**src/rtl/txc_pkg.sv**
```systemverilog
package txc_pkg;
  localparam int ADDR_W    = 32;
  localparam int DATA_W    = 32;
  localparam int CHAN_W    = 8;
  localparam int SLOT_W    = 8;
  localparam int BYTE_SH   = 2;
  localparam int OWN_POS   = DATA_W - 1;
  localparam int PAD_W     = DATA_W - 1 - CHAN_W;

  function automatic logic [DATA_W-1:0] make_entry(input logic [CHAN_W-1:0] chan);
    return {1'b1, {PAD_W{1'b0}}, chan};
  endfunction
endpackage

```
**src/rtl/txc_evt_fifo.sv**
```systemverilog
module txc_evt_fifo #(
  parameter int W     = 8,
  parameter int DEPTH = 4
) (
  input  logic         clk,
  input  logic         rst,
  input  logic         push,
  input  logic [W-1:0] din,
  input  logic         pop,
  output logic [W-1:0] dout,
  output logic         empty,
  output logic         full
);
  localparam int IW = (DEPTH > 1) ? $clog2(DEPTH) : 1;
  localparam int CW = $clog2(DEPTH + 1);
  localparam logic [IW-1:0] LAST = IW'(DEPTH - 1);
  localparam logic [CW-1:0] CAP  = CW'(DEPTH);

  logic [W-1:0]  mem [DEPTH];
  logic [IW-1:0] wr_i, rd_i;
  logic [CW-1:0] cnt;

  assign empty = (cnt == '0);
  assign full  = (cnt == CAP);
  assign dout  = mem[rd_i];

  always_ff @(posedge clk) begin
    if (push) mem[wr_i] <= din;
  end

  always_ff @(posedge clk) begin
    if (rst) begin
      wr_i <= '0;
      rd_i <= '0;
      cnt  <= '0;
    end else begin
      if (push) wr_i <= (wr_i == LAST) ? '0 : wr_i + IW'(1);
      if (pop)  rd_i <= (rd_i == LAST) ? '0 : rd_i + IW'(1);
      case ({push, pop})
        2'b10:   cnt <= cnt + CW'(1);
        2'b01:   cnt <= cnt - CW'(1);
        default: cnt <= cnt;
      endcase
    end
  end

  AST_NO_OVERFLOW: assert property (@(posedge clk) disable iff (rst)
    full |-> !push);
  AST_NO_UNDERFLOW: assert property (@(posedge clk) disable iff (rst)
    empty |-> !pop);
endmodule

```
**src/rtl/txc_slot_ptr.sv**
```systemverilog
module txc_slot_ptr
  import txc_pkg::*;
#(
  parameter int PW = SLOT_W,
  parameter int AW = ADDR_W
) (
  input  logic          clk,
  input  logic          rst,
  input  logic          step,
  input  logic [AW-1:0] base,
  output logic [PW-1:0] slot,
  output logic [AW-1:0] addr
);
  always_ff @(posedge clk) begin
    if (rst)       slot <= '0;
    else if (step) slot <= slot + PW'(1);
  end

  assign addr = base + AW'({slot, {BYTE_SH{1'b0}}});

  AST_PTR_STEP: assert property (@(posedge clk) disable iff (rst)
    step |=> slot == PW'($past(slot) + PW'(1)));
  AST_PTR_HOLD: assert property (@(posedge clk) disable iff (rst)
    !step |=> $stable(slot));
endmodule

```
**src/rtl/txc_ring_poster.sv**
```systemverilog
module txc_ring_poster
  import txc_pkg::*;
#(
  parameter int QDEPTH = 4
) (
  input  logic              clk,
  input  logic              rst,
  input  logic              evt_valid,
  output logic              evt_ready,
  input  logic [CHAN_W-1:0] evt_chan,
  input  logic [ADDR_W-1:0] ring_base,
  output logic              mw_valid,
  input  logic              mw_ready,
  output logic [ADDR_W-1:0] mw_addr,
  output logic [DATA_W-1:0] mw_data,
  output logic [SLOT_W-1:0] ring_ptr
);
  logic              q_empty, q_full, push, take;
  logic [CHAN_W-1:0] q_head;

  assign evt_ready = !q_full;
  assign push      = evt_valid && evt_ready;
  assign mw_valid  = !q_empty;
  assign take      = mw_valid && mw_ready;
  assign mw_data   = make_entry(q_head);

  txc_evt_fifo #(.W(CHAN_W), .DEPTH(QDEPTH)) u_queue (
    .clk(clk), .rst(rst), .push(push), .din(evt_chan),
    .pop(take), .dout(q_head), .empty(q_empty), .full(q_full)
  );

  txc_slot_ptr #(.PW(SLOT_W), .AW(ADDR_W)) u_slot (
    .clk(clk), .rst(rst), .step(take), .base(ring_base),
    .slot(ring_ptr), .addr(mw_addr)
  );

  AST_REQ_HOLD: assert property (@(posedge clk) disable iff (rst)
    (mw_valid && !mw_ready) |=> mw_valid && $stable(mw_addr) && $stable(mw_data));
  AST_ENTRY_FMT: assert property (@(posedge clk) disable iff (rst)
    mw_valid |-> mw_data[OWN_POS] && (mw_data[DATA_W-2:CHAN_W] == '0));
  AST_RESET_STATE: assert property (@(posedge clk)
    $past(rst) |-> (ring_ptr == '0) && !mw_valid && evt_ready);
endmodule

```
**config.mk**
```make
export PLATFORM = sky130hd
export DESIGN_NAME = txc_ring_poster
export DESIGN_NICKNAME = d
export VERILOG_FILES = /design/src/rtl/txc_pkg.sv /design/src/rtl/txc_evt_fifo.sv /design/src/rtl/txc_slot_ptr.sv /design/src/rtl/txc_ring_poster.sv
export SDC_FILE = /design/constraint.sdc
export NUM_CORES = 1
export LEC_CHECK = 0
export BUFFER_PORTS_ARGS = -buffer_cell sky130_fd_sc_hd__clkbuf_2
export CORE_UTILIZATION = 49
export CTS_CLUSTER_DIAMETER = 120
export DETAILED_ROUTE_END_ITERATION = 7
export MAX_ROUTING_LAYER = met4
export PLACE_DENSITY = 0.81
export REMOVE_ABC_BUFFERS = 1
export SLEW_MARGIN = 0
export SYNTH_ARGS = -nofsm -noshare
export SYNTH_HDL_FRONTEND = slang
export SYNTH_SLANG_ARGS = --single-unit
```
**constraint.sdc**
```tcl
create_clock -name clk -period 3.1 [get_ports clk]
set_input_delay 0.62 -clock clk [delete_from_list [all_inputs] [get_ports clk]]
set_output_delay 0.62 -clock clk [all_outputs]
set_load 0.01 [all_outputs]
```
==> metrics.yaml, run 1 <==
floorplan:
  die_y_um: 79.4
  rows: 27
  start_util_pct: 52.1
  die_w_um: 79.4
  die-area_mm2: 0.00631
  pin_count: 118
  core_area_mm2: 0.00564
drt:
  wl_per_cell_um: 13.2
  vias_per_cell: 5.07
  ant_nets: 0
  finalWirelength_mm: 5.62
  drtIter0Drc: 102
  drt_first_pass_iters: 4
  num_vias: 2165
  drc: 0
critical_path:
  critPathCaptureType: "primary output"
  path_cells: "clkbuf_2 -> ha_4 -> inv_1 -> fa_2 -> nor2b_4 -> o31ai_2 -> a31oi_2 -> buf_6 -> nand3_1 -> xnor2_1 -> buf_2"
  crit_slowest_cell: "fa_2"
  cp_data_arrival_time_ps: 2360
  path_buf_inv: 4
  reg2reg_depth: 9
  worst_setup_path_start_kind: "primary input"
  path_class: "in -> out"
  r2r-start: "u_queue.cnt[0]$_SDFFE_PP0P_"
  critPathMaxFanout: 6
  critPathMaxStageDelay_ps: 390
  cp_top_family: "adder cells"
  rrSetupSlack_ps: 980
  r2r-end: "u_queue.cnt[2]$_SDFFE_PP0P_"
  worstPathRequired_ps: 2480
finish:
  syn_to_final_growth_pct: 19.5
  final_cell_mix: "88 x clkbuf_2, 32 x edfxtp_1, 26 x xnor2_1, 24 x conb_1, 17 x nand3_1"
  antenna_cells: 0
  fin_nets: 415
  final_common_cell: "clkbuf_2"
  drive_above_1_share_pct: 35.2
  fin_cells: 427
clock_network:
  cts-root-buf: "clkbuf_8"
  cts_buffer_depth: 2
  clk_pin_slew_ps: 80
  cts_tree: "yes"
  htreeDepth: 2
  insertion_delay_ps: 310
  cts.sink_count: 49
  cts_hold_buffers: 0
  cts_buffers: 5
sta:
  hold_viol: 0
  tns_ps: 0
  slew_violations: 0
  finalSetupViolCount: 0
  slew_headroom_pct: 62.8
  clock_skew_ps: 15.8
  fin_crit_ps: 2980
  tightest_slew_ps: 557
  finalCritPeriodShare_pct: 96.0
  fmax_mhz: 336
min_path:
  min_delay_path_depth: 2
  hold_class: "reg -> reg"
  min-delay-start: "u_queue.rd_i[1]$_SDFFE_PP0P_"
grt:
  grt-ovfl-total: 0
  grt_max_degree: 17
  grt_pass1_wl_mm: 8.81
  grt_antenna_before_repair: 0
  grt_pass1_vias: 1999
  track_usage_pct: 18.7
synth:
  synth_edf_count: 32
  mappedNetlistArea_mm2: 0.00294
  async_flop_share_pct: 0
  synth_area_per_cell_um2: 11.2
  synth_flop_cell: "edfxtp_1"
  synth_warnings: 0
  synth-seq-cells: 49
  yosysSeqAreaShare_pct: 44.3
  ys_types: 40
  syn_inst: 262
power_and_ir_drop:
  power_density_mw_per_mm2: 540
  p_leak_nw: 1.54
  irDropWorstVdd_uv: 450
  p_total_mw: 1.89
placement:
  hpwl_mm: 4.30
  numPlacedInstances: 416
  port_buffers: 89
  place.gp.congestion: 0.811
outcome:
  status: "finished clean"
flow_run:
  cap_violations: 0
[cells in the mapped netlist (all sizes together) (3+ instances only)]
| cell type | number | area (um2) |
|---|---|---|
| xor2 | 11 | 96.3 |
| nand2 | 16 | 60.1 |
| ha | 15 | 188 |
| nor2 | 16 | 60.1 |
| edfxtp | 32 | 961 |
| inv | 10 | 37.5 |
| a21oi | 12 | 60.1 |
| nand3 | 18 | 95.1 |
| buf | 31 | 228 |
| dfxtp | 17 | 340 |
| mux4 | 8 | 180 |
| xnor2 | 26 | 228 |
| o21ai | 3 | 18.8 |
| or3 | 3 | 18.8 |
| nand4 | 12 | 87.6 |
| and3 | 9 | 56.3 |
[worst min-delay path, cell delays in order (launching register included)]
cell	delay, ps
dfxtp_1	320
nand2_1	50
a21oi_1	80
[repair_timing]
item | in CTS | in global routing
cloned | 0 | 1
resized for setup | 1 | 8
setup endpoints to repair | 2 | 10
pin swaps | 0 | 3
setup buffers | 0 | 2
[power breakdown]
part | leakage (nW) | total (mW) | switching (mW) | internal, mW
combinational | 1.04 | 0.575 | 0.305 | 0.269
sequential | 0.433 | 0.865 | 0.0848 | 0.780
clock | 0.0585 | 0.454 | 0.212 | 0.242
total | 1.54 | 1.89 | 0.602 | 1.29
[per-layer routing]
metal  vias to the layer above  part of all wire (%)  GRT usage, %
met5                         -                     0             -
met4                         0                   1.4          4.73
met3                         9                   3.5          4.23
met2                        62                    52          33.6
met1                      1018                    43          21.1
li1                       1076                     -             -
[through the flow]
step                worst slack [ps]  hold WS, ps  utilization (%)  instance area (um2)
floorplan                        192          447                -                 2790
global placement                 125          476             59.3                 3350
detailed placement              57.1          493             59.3                 3350
CTS                             52.4          505             61.3                 3460
global route                   -3.05          508             62.2                 3510
finish                           125          499             62.2                 3510
[how the worst max path moves through the flow]
stage,start,endpoint,depth (start not counted)
after floorplan,ring_base[2],mw_addr[28],8
after global placement,ring_base[2],mw_addr[20],11
after detailed placement,ring_base[2],mw_addr[30],11
after CTS,u_slot.slot[0]$_SDFFE_PP0P_,mw_addr[30],10
after global routing,ring_base[2],mw_addr[30],11
final,ring_base[2],mw_addr[30],11
[flip-flops by register name, indices dropped and copies added (netlist names), named ones only]
name          flops
u_queue.wr_i      2
u_slot.slot       8
u_queue.mem      32
u_queue.rd_i      2
u_queue.cnt       3
[layout make-up]
cell class | instances | area [um2]
Multi-Input combinational cell | 193 | 1470
Inverter | 10 | 37.5
Timing Repair Buffer | 95 | 494
Fill cell | 473 | 2130
Tap cell | 72 | 90.1
Clock buffer | 5 | 68.8
Sequential cell | 49 | 1310
Clock inverter | 3 | 43.8
[kinds of logic after synthesis]
group                      count (synthesis)  synth area share [%]
AOI/OAI and AO/OA                         26                  6.35
xor gates and xnor gates                  37                  11.0
and+or+nand+nor                           80                  14.6
buffers and inverters                     42                  9.16
muxes                                      9                  6.52
DFF                                       49                  44.3
adders and majority gates                 17                  7.75
other                                      2                 0.256
No activity file was read; power rests on OpenSTA's default activity.
==> run 2: changes to the inputs <==
CORE_MARGIN = 3   (was default)
==> metrics.yaml, run 2 (synthesis gave the netlist of run 1 again) <==
critical_path:
  cp_data_arrival_time_ps: 2350  # about the same
  reg2reg_depth: 9  # unchanged
  r2r-start: "u_queue.cnt[0]$_SDFFE_PP0P_"
  worst_setup_path_start_kind: "primary input"
  critPathMaxFanout: 5  # -1
  r2r-end: "u_queue.cnt[2]$_SDFFE_PP0P_"
  critPathCaptureType: "primary output"
  worstPathRequired_ps: 2480  # about the same
  rrSetupSlack_ps: 1000  # +20 ps
  path_class: "in -> out"
sta:
  slew_headroom_pct: 64.0  # +1.1 points
  finalSetupViolCount: 0  # unchanged
  clock_skew_ps: 6.12  # -9.66 ps
  finalCritPeriodShare_pct: 95.9  # -0.11 points
  fmax_mhz: 337  # +0.12%
  hold_viol: 0  # unchanged
  slew_violations: 0  # unchanged
  rsz0062_at_grt: "no"
  setup_slack_ps: 128  # +3.49 ps
  fin_crit_ps: 2970  # -3.48 ps
  tns_ps: 0  # unchanged
  tightest_slew_ps: 540  # -16.9 ps
placement:
  place.gp.congestion: 0.805  # -0.78%
  hpwl_mm: 4.68  # +8.8%
  port_buffers: 89  # unchanged
  place_ws_ps: 84.3  # +27.1 ps
drt:
  drt_first_pass_iters: 4  # unchanged
  num_vias: 2150  # -0.69%
  vias_per_cell: 5.06  # -0.23%
  ant_nets: 0  # unchanged
  drtIter0Drc: 91  # -11%
  finalWirelength_mm: 5.84  # +3.9%
  drc: 0  # unchanged
  wl_per_cell_um: 13.7  # +4.4%
grt:
  grt_pass1_wl_mm: 9.85  # +12%
  track_usage_pct: 17.3  # -1.4 points
  grt_pass1_vias: 2121  # +6.1%
  grt_max_degree: 16  # -1
  grt_antenna_before_repair: 0  # unchanged
  grt-ovfl-total: 0  # unchanged
min_path:
  hold_class: "reg -> reg"
  min-delay-start: "u_queue.rd_i[1]$_SDFFE_PP0P_"
  min_delay_path_depth: 2  # unchanged
clock_network:
  clk_pin_slew_ps: 80  # about the same
  postCtsSetupRepairBufs: 0  # unchanged
  cts-root-buf: "clkbuf_8"
  cts_buffers: 5  # unchanged
  cts_hold_buffers: 0  # unchanged
  htreeDepth: 2  # unchanged
  cts_buffer_depth: 2  # unchanged
  cts_tree: "yes"
  insertion_delay_ps: 290  # -20 ps
  cts_resized: 0  # -1
  cts.sink_count: 49  # unchanged
finish:
  top_regs: "u_queue.mem x32, u_slot.slot x8, u_queue.cnt x3"
  fillers: 509  # +7.6%
  final_util_pct: 61.1  # -1.1 points
  antenna_cells: 0  # unchanged
  syn_to_final_growth_pct: 17.4
  fin_nets: 413  # -0.48%
  regMostFlops: "u_queue.mem"
  final_cell_mix: "89 x clkbuf_2, 32 x edfxtp_1, 26 x xnor2_1, 24 x conb_1, 17 x nand3_1"
  drive_above_1_share_pct: 34.3  # -0.93 points
  final_common_cell: "clkbuf_2"
  largest_reg_flops: 32  # unchanged
power_and_ir_drop:
  power_density_mw_per_mm2: 520  # -3.7%
  p_leak_nw: 1.51  # -2.0%
  p_total_mw: 1.79  # -5.4%
  irDropWorstVdd_uv: 582  # +29%
floorplan:
  die-area_mm2: 0.00696  # +10%
  start_util_pct: 52.1  # unchanged
  die_y_um: 83.4  # +5.0%
  core_area_mm2: 0.00564  # unchanged
  rows: 27  # unchanged
  die_w_um: 83.4  # +5.0%
  pin_count: 118  # unchanged
flow_run:
  cap_violations: 0  # unchanged
outcome:
  status: "finished clean"
[run 2: cell count changes in the layout (fill, tap and decap cells not counted), sizes merged]
| cell | change |
|---|---|
| clkbuf | +2 |
| buf | -3 |
| clkinvlp | +1 |
| bufinv | -1 |
| clkinv | -1 |
[run 2: final cells by class]
cell class / instances / area [um2] / area share (%)
clock buffer: 6 / 72.6 / 2.11
clock inverter: 2 / 13.8 / 0.399
inverter: 10 / 37.5 / 1.09
multi-input combinational: 193 / 1450 / 42.1
sequential: 49 / 1310 / 37.9
tap: 72 / 90.1 / 2.61
timing repair buffer: 93 / 477 / 13.8
[run 2: how the worst max path moves through the flow]
stage                              to  cells after the start                        start
final                     mw_addr[28]                     11                 ring_base[2]
after floorplan           mw_addr[28]                      8                 ring_base[2]
after CTS                 mw_addr[22]                     10  u_slot.slot[0]$_SDFFE_PP0P_
after global placement    mw_addr[22]                     11                 ring_base[2]
after global routing      mw_addr[22]                     10  u_slot.slot[0]$_SDFFE_PP0P_
after detailed placement  mw_addr[22]                     11                 ring_base[2]
[run 2: critical path, cell delays in order]
cell,delay (ps)
clkbuf_2,80
ha_1,170
inv_1,60
fa_2,360
nor2b_2,150
o31ai_2,90
a31oi_2,190
buf_2,210
nand4_1,130
xnor2_1,140
clkbuf_2,140
[run 2: layer usage]
| layer | GRT usage (%) | share of wire [%] | vias to the layer above |
|---|---|---|---|
| li1 | - | - | 1068 |
| met1 | 20.3 | 41 | 1021 |
| met2 | 30.5 | 53 | 54 |
| met3 | 3.27 | 4.8 | 7 |
| met4 | 4.39 | 1.0 | 0 |
| met5 | - | 0 | - |
[run 2: stage by stage]
step                      std cells  hold slack (ps)  area, um2
after floorplan                 252              447       2790
after global placement          416              478       3350
after detailed placement        416              484       3350
after CTS                       424              496       3430
after global routing            425              521       3450
final                           425              496       3450
[run 2: where the power goes]
group / switching, mW / internal (mW) / leakage [nW]
Sequential: 0.0817 / 0.781 / 0.433
Combinational: 0.301 / 0.262 / 1.03
Clock: 0.206 / 0.160 / 0.0417
Total: 0.590 / 1.20 / 1.51
==> run 3: changes to the inputs <==
--- a/config.mk
+++ b/config.mk
@@ -7,5 +7,6 @@
 export LEC_CHECK = 0
+export ABC_AREA = 1
 export BUFFER_PORTS_ARGS = -buffer_cell sky130_fd_sc_hd__clkbuf_2
 export CORE_MARGIN = 3
-export CORE_UTILIZATION = 49
+export CORE_UTILIZATION = 50
 export CTS_CLUSTER_DIAMETER = 120
@@ -13,3 +14,3 @@
 export MAX_ROUTING_LAYER = met4
-export PLACE_DENSITY = 0.81
+export PLACE_DENSITY = 0.8
 export REMOVE_ABC_BUFFERS = 1
--- a/constraint.sdc
+++ b/constraint.sdc
@@ -3,2 +3,2 @@
 set_output_delay 0.62 -clock clk [all_outputs]
-set_load 0.01 [all_outputs]
+set_load 0.05 [all_outputs]
==> metrics.yaml, run 3 <==
sta:
  holdWs_ps: 492  # -4.18 ps
  finalSetupViolCount: 0  # unchanged
  slew_violations: 0  # unchanged
  rsz0062_at_grt: "no"
  tightest_slew_ps: 758  # +218 ps
  tns_ps: 0  # unchanged
  fin_crit_ps: 2930  # -39.4 ps
  clock_skew_ps: 5.60  # -0.522 ps
  slew_headroom_pct: 49.3  # -15 points
  fmax_mhz: 341  # +1.3%
  hold_viol: 0  # unchanged
  finalCritPeriodShare_pct: 94.6  # -1.3 points
synth:
  ys_types: 32  # -20%
  synth_warnings: 0  # unchanged
  async_flop_share_pct: 0  # unchanged
  synth_area_per_cell_um2: 7.22  # -36%
  synth_commonest_cells: "133 x nand2_1, 68 x inv_1, 53 x nor2_1"
  mappedNetlistArea_mm2: 0.00347  # +18%
  yosysSeqAreaShare_pct: 37.5  # -6.8 points
  synth-seq-cells: 49  # unchanged
  synth_flop_cell: "edfxtp_1"
  yosys.area.top_type_share_pct: 27.7  # -5.0 points
  yosys.area.top_type: "edfxtp_1"
  yosysMostFrequentCell: "nand2_1"
  synth_top_cells_by_area: "edfxtp_1 28%, nand2_1 14%, dfxtp_1 9.8%"
  syn_inst: 480  # +83%
  synth_edf_count: 32  # unchanged
floorplan:
  core_area_mm2: 0.00653  # +16%
  die_y_um: 89.3  # +7.0%
  die_w_um: 89.3  # +7.0%
  pin_count: 118  # unchanged
  rows: 29  # +7.4%
  die-area_mm2: 0.00797  # +15%
  start_util_pct: 53.1  # +1.0 points
placement:
  hpwl_mm: 6.60  # +41%
  place.gp.congestion: 0.890  # +11%
  placed_area_mm2: 0.00390  # +16%
  port_buffers: 89  # unchanged
min_path:
  worstHoldEndpoint: "u_queue.cnt[2]$_SDFFE_PP0P_"
  min_delay_path_depth: 2  # unchanged
  hold_class: "reg -> reg"
  min-delay-start: "u_queue.cnt[2]$_SDFFE_PP0P_"
drt:
  ant_nets: 0  # unchanged
  drtIter0Drc: 136  # +49%
  num_vias: 3273  # +52%
  finalWirelength_mm: 8.18  # +40%
  vias_per_cell: 5.04  # -0.31%
  drt_first_pass_iters: 4  # unchanged
  drc: 0  # unchanged
  wl_per_cell_um: 12.6  # -8.2%
critical_path:
  reg2reg_depth: 11  # +2
  cp_data_arrival_time_ps: 2310  # -40 ps
  critPathCaptureType: "primary output"
  critPathMaxFanout: 4  # -1
  rrSetupSlack_ps: 1020  # +20 ps
  r2r-end: "u_queue.cnt[2]$_SDFFE_PP0P_"
  r2r-start: "u_queue.cnt[0]$_SDFFE_PP0P_"
  worst_setup_path_start_kind: "primary input"
  path_class: "in -> out"
  worstPathRequired_ps: 2480  # about the same
finish:
  antenna_cells: 0  # unchanged
  regMostFlops: "u_queue.mem"
  largest_reg_flops: 32  # unchanged
  syn_to_final_growth_pct: 15.6
  fin_area_mm2: 0.00401  # +16%
  top_regs: "u_queue.mem x32, u_slot.slot x8, u_queue.cnt x3"
  final_cell_mix: "133 x nand2_1, 87 x clkbuf_2, 68 x inv_1, 53 x nor2_1, 35 x nand3_1"
  fin_nets: 632  # +53%
  final_common_cell: "nand2_1"
  drive_above_1_share_pct: 18.9  # -15 points
clock_network:
  insertion_delay_ps: 290  # about the same
  cts_buffer_depth: 2  # unchanged
  cts-root-buf: "clkbuf_8"
  cts_buffers: 5  # unchanged
  clk_pin_slew_ps: 90  # about the same
  cts_tree: "yes"
  postCtsSetupRepairBufs: 0  # unchanged
  cts.sink_count: 49  # unchanged
  htreeDepth: 2  # unchanged
  cts_hold_buffers: 0  # unchanged
  cts_resized: 0  # unchanged
power_and_ir_drop:
  irDropWorstVdd_uv: 401  # -31%
  p_total_mw: 2.48  # +38%
  p_leak_nw: 2.05  # +36%
  power_density_mw_per_mm2: 618  # +19%
outcome:
  status: "finished clean"
grt:
  grt_antenna_before_repair: 0  # unchanged
  grt_pass1_vias: 3011  # +42%
  grt_pass1_wl_mm: 13.1  # +33%
  grt-ovfl-total: 0  # unchanged
  grt_max_degree: 18  # +2
  track_usage_pct: 21.4  # +4.1 points
flow_run:
  cap_violations: 0  # unchanged
run 3: cell count changes after synthesis, moves of 9 or more:
cell     before  now
and3_1        9    0
inv_1        10   68
nand2_1      16  133
nand3_1      17   35
nor2_1       16   53
o21ai_0       2   28
xnor2_1      26    1
run 3: worst max path at each step:
stage	to	slack [ps]	from	cells past startpoint
2_1_floorplan	mw_addr[10]	-150	u_slot.slot[0]$_SDFFE_PP0P_	9
3_3_place_gp	mw_addr[10]	170	ring_base[2]	11
3_5_place_dp	mw_addr[10]	160	ring_base[2]	11
4_1_cts	mw_addr[10]	140	ring_base[2]	11
5_1_grt	mw_addr[26]	10	ring_base[2]	12
6_report	mw_addr[10]	170	ring_base[2]	11
run 3: critical path: stages:
cell      delay, ps
clkbuf_2         80
ha_1            150
inv_1            50
fa_1            390
inv_1           120
nand3_1          80
nand3_1         160
nand2_1          80
nand2_1         120
xor2_1          160
buf_2           280
run 3: area by class of cell:
type,instances,area (um2)
repair buffers,90,453
fillers,618,2520
inverters,68,255
flip-flops and latches,49,1300
multi-input cells,357,1790
clock inverters,2,38.8
clock buffers,6,72.6
well taps,77,96.3
run 3: metrics by stage:
step / util (%) / std cells / setup WS (ps)
global route: 61.4 / 649 / 10.8
detailed placement: 59.7 / 641 / 158
finish: 61.4 / 649 / 168
global placement: 59.7 / 641 / 168
CTS: 61.4 / 649 / 142
floorplan: - / 474 / -154
run 3: kinds of logic after synthesis:
group           count (synthesis)  synth area share [%]
buf+inv                        96                  13.2
flops                          49                  37.5
other cells                     2                 0.217
simple gates                  251                  31.1
compound gates                 55                  8.59
xor+xnor                       10                  2.74
fa+ha+maj                      17                  6.57
run 3: per-layer routing:
metal	routed length, um	share of wire (%)	track usage, %	vias to the layer above
li1	-	-	-	1683
met1	3720	45	26.9	1487
met2	3970	49	36.4	95
met3	419	5.1	3.59	8
met4	68	0.83	4.33	0
met5	0	0	-	-
run 3: report_power, final:
group | internal, mW | leakage, nW | total (mW) | switching, mW
clock | 0.242 | 0.0554 | 0.445 | 0.203
sequential | 0.787 | 0.433 | 0.856 | 0.0687
combinational | 0.261 | 1.56 | 1.18 | 0.916
total | 1.29 | 2.05 | 2.48 | 1.19
